### src/rtl/seq_pkg.sv
package seq_pkg;
    localparam int CHAN_W = 5;
    localparam int RES_W  = 12;
    localparam int WORD_W = 32;

    typedef struct packed {
        logic [CHAN_W-1:0] chan;
        logic              diff;
        logic              irq_en;
        logic              last;
    } step_t;

    typedef enum logic [1:0] {
        W_IDLE = 2'd0,
        W_REQ  = 2'd1,
        W_WAIT = 2'd2
    } wstate_e;
endpackage

### src/rtl/seq_step_file.sv
module seq_step_file
    import seq_pkg::*;
#(
    parameter int STEPS = 8,
    parameter int IDX_W = 3
) (
    input  logic             clk,
    input  logic             rst_n,
    input  logic             we,
    input  logic [IDX_W-1:0] wr_idx,
    input  step_t            wr_step,
    input  logic [IDX_W-1:0] rd_idx,
    output step_t            rd_step
);
    step_t [STEPS-1:0] regs_d, regs_q;

    for (genvar g = 0; g < STEPS; g++) begin : g_entry
        assign regs_d[g] = (we && wr_idx == IDX_W'(g)) ? wr_step : regs_q[g];
    end

    always_ff @(posedge clk or negedge rst_n) begin
        if (!rst_n) regs_q <= '0;
        else        regs_q <= regs_d;
    end

    assign rd_step = regs_q[rd_idx];
endmodule

### src/rtl/seq_result_fifo.sv
module seq_result_fifo
    import seq_pkg::*;
#(
    parameter int DEPTH = 8,
    parameter int IDX_W = 3,
    parameter int CNT_W = 4
) (
    input  logic              clk,
    input  logic              rst_n,
    input  logic              push,
    input  logic [RES_W-1:0]  push_data,
    input  logic              pop,
    output logic              push_ok,
    output logic [WORD_W-1:0] head,
    output logic [CNT_W-1:0]  count,
    output logic              ovf,
    output logic              unf
);
    localparam logic [CNT_W-1:0] FULL_CNT = CNT_W'(DEPTH);
    localparam logic [IDX_W-1:0] TOP_IDX  = IDX_W'(DEPTH - 1);

    typedef struct packed {
        logic [IDX_W-1:0] rd;
        logic [IDX_W-1:0] wr;
        logic [CNT_W-1:0] cnt;
        logic             ovf;
        logic             unf;
    } fifo_s;

    fifo_s            s_d, s_q;
    logic [RES_W-1:0] mem_q [DEPTH];
    logic             pop_ok;

    function automatic logic [IDX_W-1:0] step_ptr(input logic [IDX_W-1:0] p);
        return (p == TOP_IDX) ? '0 : p + 1'b1;
    endfunction

    always_comb begin
        s_d     = s_q;
        push_ok = push && (s_q.cnt != FULL_CNT);
        pop_ok  = pop && (s_q.cnt != '0);
        if (push && !push_ok) s_d.ovf = 1'b1;
        if (pop && !pop_ok)   s_d.unf = 1'b1;
        if (push_ok) s_d.wr = step_ptr(s_q.wr);
        if (pop_ok)  s_d.rd = step_ptr(s_q.rd);
        s_d.cnt = s_q.cnt + CNT_W'(push_ok) - CNT_W'(pop_ok);
    end

    always_ff @(posedge clk or negedge rst_n) begin
        if (!rst_n) s_q <= '0;
        else        s_q <= s_d;
    end

    always_ff @(posedge clk) begin
        if (push_ok) mem_q[s_q.wr] <= push_data;
    end

    assign head  = (s_q.cnt != '0) ? {{(WORD_W-RES_W){1'b0}}, mem_q[s_q.rd]} : '0;
    assign count = s_q.cnt;
    assign ovf   = s_q.ovf;
    assign unf   = s_q.unf;
endmodule

### src/rtl/seq_walker.sv
module seq_walker
    import seq_pkg::*;
#(
    parameter int STEPS = 8,
    parameter int IDX_W = 3
) (
    input  logic             clk,
    input  logic             rst_n,
    input  logic             trig,
    input  logic             conv_done,
    input  step_t            cur,
    input  logic             push_ok,
    output logic [IDX_W-1:0] idx,
    output logic             conv_start,
    output logic             busy,
    output logic             push,
    output logic             irq,
    output logic             miss
);
    localparam logic [IDX_W-1:0] LAST_IDX = IDX_W'(STEPS - 1);

    typedef struct packed {
        wstate_e          st;
        logic [IDX_W-1:0] idx;
        logic             irq;
        logic             miss;
    } walk_s;

    walk_s s_d, s_q;

    always_comb begin
        s_d     = s_q;
        push    = (s_q.st == W_WAIT) && conv_done;
        s_d.irq = push_ok && cur.irq_en;
        if (trig && s_q.st != W_IDLE) s_d.miss = 1'b1;
        unique case (s_q.st)
            W_IDLE: if (trig) begin
                s_d.st  = W_REQ;
                s_d.idx = '0;
            end
            W_REQ:  s_d.st = W_WAIT;
            W_WAIT: if (conv_done) begin
                if (cur.last || s_q.idx == LAST_IDX) begin
                    s_d.st = W_IDLE;
                end else begin
                    s_d.st  = W_REQ;
                    s_d.idx = s_q.idx + 1'b1;
                end
            end
            default: s_d.st = W_IDLE;
        endcase
    end

    always_ff @(posedge clk or negedge rst_n) begin
        if (!rst_n) s_q <= '{st: W_IDLE, idx: '0, irq: 1'b0, miss: 1'b0};
        else        s_q <= s_d;
    end

    assign idx        = s_q.idx;
    assign conv_start = (s_q.st == W_REQ);
    assign busy       = (s_q.st != W_IDLE);
    assign irq        = s_q.irq;
    assign miss       = s_q.miss;
endmodule

### src/rtl/seq_ctrl.sv
module seq_ctrl
    import seq_pkg::*;
#(
    parameter int  STEPS = 8,
    localparam int IDX_W = (STEPS > 1) ? $clog2(STEPS) : 1,
    localparam int CNT_W = $clog2(STEPS + 1)
) (
    input  logic              clk,
    input  logic              rst_n,
    input  logic              cfg_we,
    input  logic [IDX_W-1:0]  cfg_idx,
    input  logic [CHAN_W-1:0] cfg_chan,
    input  logic              cfg_diff,
    input  logic              cfg_irq,
    input  logic              cfg_last,
    input  logic              trig,
    output logic              conv_start,
    output logic [CHAN_W-1:0] conv_chan,
    output logic              conv_diff,
    input  logic              conv_done,
    input  logic [RES_W-1:0]  conv_data,
    input  logic              pop,
    output logic [WORD_W-1:0] pop_data,
    output logic [CNT_W-1:0]  fifo_count,
    output logic              busy,
    output logic              irq,
    output logic              ovf_flag,
    output logic              unf_flag,
    output logic              miss_flag
);
    step_t            wr_step, cur_step;
    logic [IDX_W-1:0] cur_idx;
    logic             push, push_ok;

    assign wr_step = '{chan: cfg_chan, diff: cfg_diff, irq_en: cfg_irq, last: cfg_last};

    seq_step_file #(.STEPS(STEPS), .IDX_W(IDX_W)) u_steps (
        .clk     (clk),
        .rst_n   (rst_n),
        .we      (cfg_we),
        .wr_idx  (cfg_idx),
        .wr_step (wr_step),
        .rd_idx  (cur_idx),
        .rd_step (cur_step)
    );

    seq_walker #(.STEPS(STEPS), .IDX_W(IDX_W)) u_walk (
        .clk        (clk),
        .rst_n      (rst_n),
        .trig       (trig),
        .conv_done  (conv_done),
        .cur        (cur_step),
        .push_ok    (push_ok),
        .idx        (cur_idx),
        .conv_start (conv_start),
        .busy       (busy),
        .push       (push),
        .irq        (irq),
        .miss       (miss_flag)
    );

    seq_result_fifo #(.DEPTH(STEPS), .IDX_W(IDX_W), .CNT_W(CNT_W)) u_fifo (
        .clk       (clk),
        .rst_n     (rst_n),
        .push      (push),
        .push_data (conv_data),
        .pop       (pop),
        .push_ok   (push_ok),
        .head      (pop_data),
        .count     (fifo_count),
        .ovf       (ovf_flag),
        .unf       (unf_flag)
    );

    assign conv_chan = conv_start ? cur_step.chan : '0;
    assign conv_diff = conv_start && cur_step.diff;
endmodule

### config.mk
export PLATFORM = sky130hd
export DESIGN_NAME = seq_ctrl
export DESIGN_NICKNAME = d
export VERILOG_FILES = /design/src/rtl/seq_pkg.sv /design/src/rtl/seq_step_file.sv /design/src/rtl/seq_result_fifo.sv /design/src/rtl/seq_walker.sv /design/src/rtl/seq_ctrl.sv
export SDC_FILE = /design/constraint.sdc
export NUM_CORES = 1
export LEC_CHECK = 0
export BUFFER_PORTS_ARGS = -buffer_cell sky130_fd_sc_hd__buf_4
export CELL_PAD_IN_SITES_DETAIL_PLACEMENT = 0
export CELL_PAD_IN_SITES_GLOBAL_PLACEMENT = 1
export CORE_MARGIN = 1.5
export CORE_UTILIZATION = 50
export DETAILED_ROUTE_END_ITERATION = 8
export PLACE_DENSITY = 0.84
export SLEW_MARGIN = 15
export SYNTH_ARGS = -nofsm -noshare
export SYNTH_HDL_FRONTEND = slang
export SYNTH_SLANG_ARGS = --single-unit
### constraint.sdc
create_clock -name clk -period 3.9 [get_ports clk]
set_clock_uncertainty 0.05 [all_clocks]
set_input_delay 0.39 -clock clk [delete_from_list [all_inputs] [get_ports clk]]
set_output_delay 0.39 -clock clk [all_outputs]
set_load 0.005 [all_outputs]
==> results.yml <==
outcome:
  outcome: "completed"
worst_setup_path:
  crit_path_max_fanout: 14
  required_ps: 3460
  cp-end-kind: "primary output"
  startpoint_type: "flop"
  critPathKind: "reg2out"
  arrival_ps: 2470
layout:
  nNetsFinal: 562
  multi_input_area_um2: 2670
  layout-drive-gt1-share: 0.392
  fillCellCount: 1142
  area_growth_pct: 14.5
  diodes: 0
  regArea_um2: 4960
logic_synthesis:
  syn_avg_cell_area_um2: 17.1
  synthArstFlopShare: 0.464
  synth_seq_cells: 179
  yosysMostFrequentCell: "edfxtp_1"
  yosysUniqueCellTypes: 44
  synth-edff-count: 96
  synthesis.area_um2: 7860
  synth-main-ff-cell: "edfxtp_1"
  ys_seq_area_frac: 0.631
  synthCells: 459
  yosys_warnings: 0
  synthTopCellsByArea: "edfxtp_1 (37%), dfrtp_1 (26%), mux2_2 (9.7%)"
  synth.top_cells.by_count: "edfxtp_1 (96), dfrtp_1 (83), mux2_2 (68), mux4_2 (31)"
  yosysTopAreaCell: "edfxtp_1"
  synth_top_cell_area_share: 0.367
cts:
  clockRootBuffer: "clkbuf_16"
  clkTransAtPathRegs_ps: 60
  clock_latency_ps: 420
  cts_hold_buf: 0
  postCtsSetupBuffers: 0
  cts_buffer_depth: 2
  cts.htree.levels: 4
  cts_buffers: 17
  cts_resized: 0
  cts_sinks: 179
  tritoncts: "done"
timing:
  hold_violations: 0
  fin_crit_ps: 2910
  period_share: 0.747
  worst_pin_slew_ps: 1180
  rsz0062_at_grt: "no"
  slew_viol_final: 0
  setup_ws_ps: 988
  relSlewSlack: 0.216
  finalSetupViolations: 0
  timing.fmax_ghz: 0.343
  setup_tns_ps: 0
routing:
  drc_errors: 0
  wl_per_cell_um: 19.4
  vias: 4103
  first_pass_iters: 4
  wl_um: 14400
  ant_nets: 0
  drt_iter0_drc: 240
  viasPerCell: 5.51
floorplan:
  rows: 45
  chipWidth_um: 128
  start_util: 0.515
  io_pins: 77
  die_y_um: 128
  dieArea_um2: 16500
  core_um2: 15300
power_and_ir_drop:
  comb_power_share: 0.282
  total_leakage_power_nw: 3.52
  swShare: 0.285
  power.density_cell_area_nw_per_um2: 656
  peakVddDrop_mv: 0.349
  p_int_mw: 4.22
  p_sw_mw: 1.69
  pwr-share-clk: 0.280
  pwr-share-seq: 0.439
  power_mw: 5.91
global_routing:
  grt-ovfl-total: 0
  grt_pass1_vias: 4318
  grt_pass1_wl_um: 23000
  grt_usage: 0.190
  grt_max_degree: 84
  antenna_found_initial: 0
run:
  maxCapViolations: 0
placed_design:
  port_buffers: 56
  place_hpwl_um: 8990
  pre_cts_slack_ps: 1350
  globalplace.congestion: 0.710
worst_hold_path:
  min_path_type: "in2async"
## sequential cells by signal (all words and copies together) (netlist names)
signal / cells
u_fifo.mem_q: 96
u_walk.irq: 1
u_walk.s_q: 2
u_walk.idx: 3
u_fifo.ovf: 1
u_fifo.s_q: 6
u_fifo.unf: 1
u_walk.miss: 1
u_steps.regs_q: 64
u_fifo.count: 4
## final cells by class
cell class	instances	share of cell area
Clock buffer	22	0.0493
Clock inverter	10	0.0140
Inverter	10	0.00417
Multi-Input combinational cell	245	0.297
Sequential cell	179	0.551
Tap cell	211	0.0293
Timing Repair Buffer	67	0.0559
## kinds of logic after synthesis
kind of cell | Yosys count | synth area share
multiplexers | 129 | 0.242
flip-flops | 179 | 0.631
AND/OR/NAND/NOR | 66 | 0.0461
buffers and inverters | 54 | 0.0401
adder cells (fa/ha/maj) | 13 | 0.0216
AO/OA/AOI/OAI | 15 | 0.0164
XOR/XNOR | 2 | 0.00223
other | 1 | 0.000477
## per-layer routing
metal | routed length [µm] | GRT usage | vias to the layer above
met3 | 494 | 0.0503 | 15
li1 | - | - | 1829
met5 | 0 | 0 | -
met1 | 6160 | 0.243 | 2183
met2 | 7560 | 0.313 | 76
met4 | 201 | 0.0740 | 0
## worst paths after layout
| path | from | end | slack [ps] | cells past startpoint |
|---|---|---|---|---|
| worst max-delay path | u_walk.idx[0] | conv_chan[0] | 990 | 5 |
| worst min-delay path | rst_n | u_steps.regs_q[38] | 90 | 1 |
| worst max register to register | u_fifo.count[1] | u_fifo.count[2] | 1370 | 11 |
| worst min register to register | u_fifo.unf | u_fifo.unf | 410 | 1 |
| max in group asynchronous | rst_n | u_fifo.s_q[10] | 3040 | 1 |
| min in group clk | pop | u_fifo.unf | 130 | 2 |
## critical path: stages (launching register included)
cell	delay (ps)
dfrtp_1	830
buf_4	330
mux4_2	530
mux2i_1	150
nor2_1	60
buf_4	150
## stage by stage
stage | cells | hold WS (ps) | util | area, µm²
2_1_floorplan | 478 | 44.4 | - | 7930
3_3_place_gp | 712 | 393 | 0.553 | 8430
3_5_place_dp | 712 | 400 | 0.553 | 8430
4_1_cts | 744 | 110 | 0.590 | 9000
5_1_grt | 744 | 118 | 0.590 | 9000
6_report | 744 | 94.9 | 0.590 | 9000
## power by group through the flow
stage	Combinational, mW	Sequential [mW]	Clock [mW]
floorplan	1.32	2.42	0
global placement	1.65	2.60	0
detailed placement	1.69	2.62	0
CTS	1.70	2.59	1.68
global route	1.84	2.63	1.76
finish	1.66	2.59	1.65
## cells in the final DEF, fill, tap and decap left out, drive strengths merged, types with 7 or more instances in the layout
cell type,Yosys,final
edfxtp,96,96
dfrtp,83,83
mux2,70,70
buf,36,67
mux4,39,39
nor2,25,25
clkbuf,8,22
mux2i,20,20
conb,1,20
inv,10,13
ha,12,12
nand2,9,9
nand2b,7,7
nor3,7,7
(Power assumes the default switching activity.)
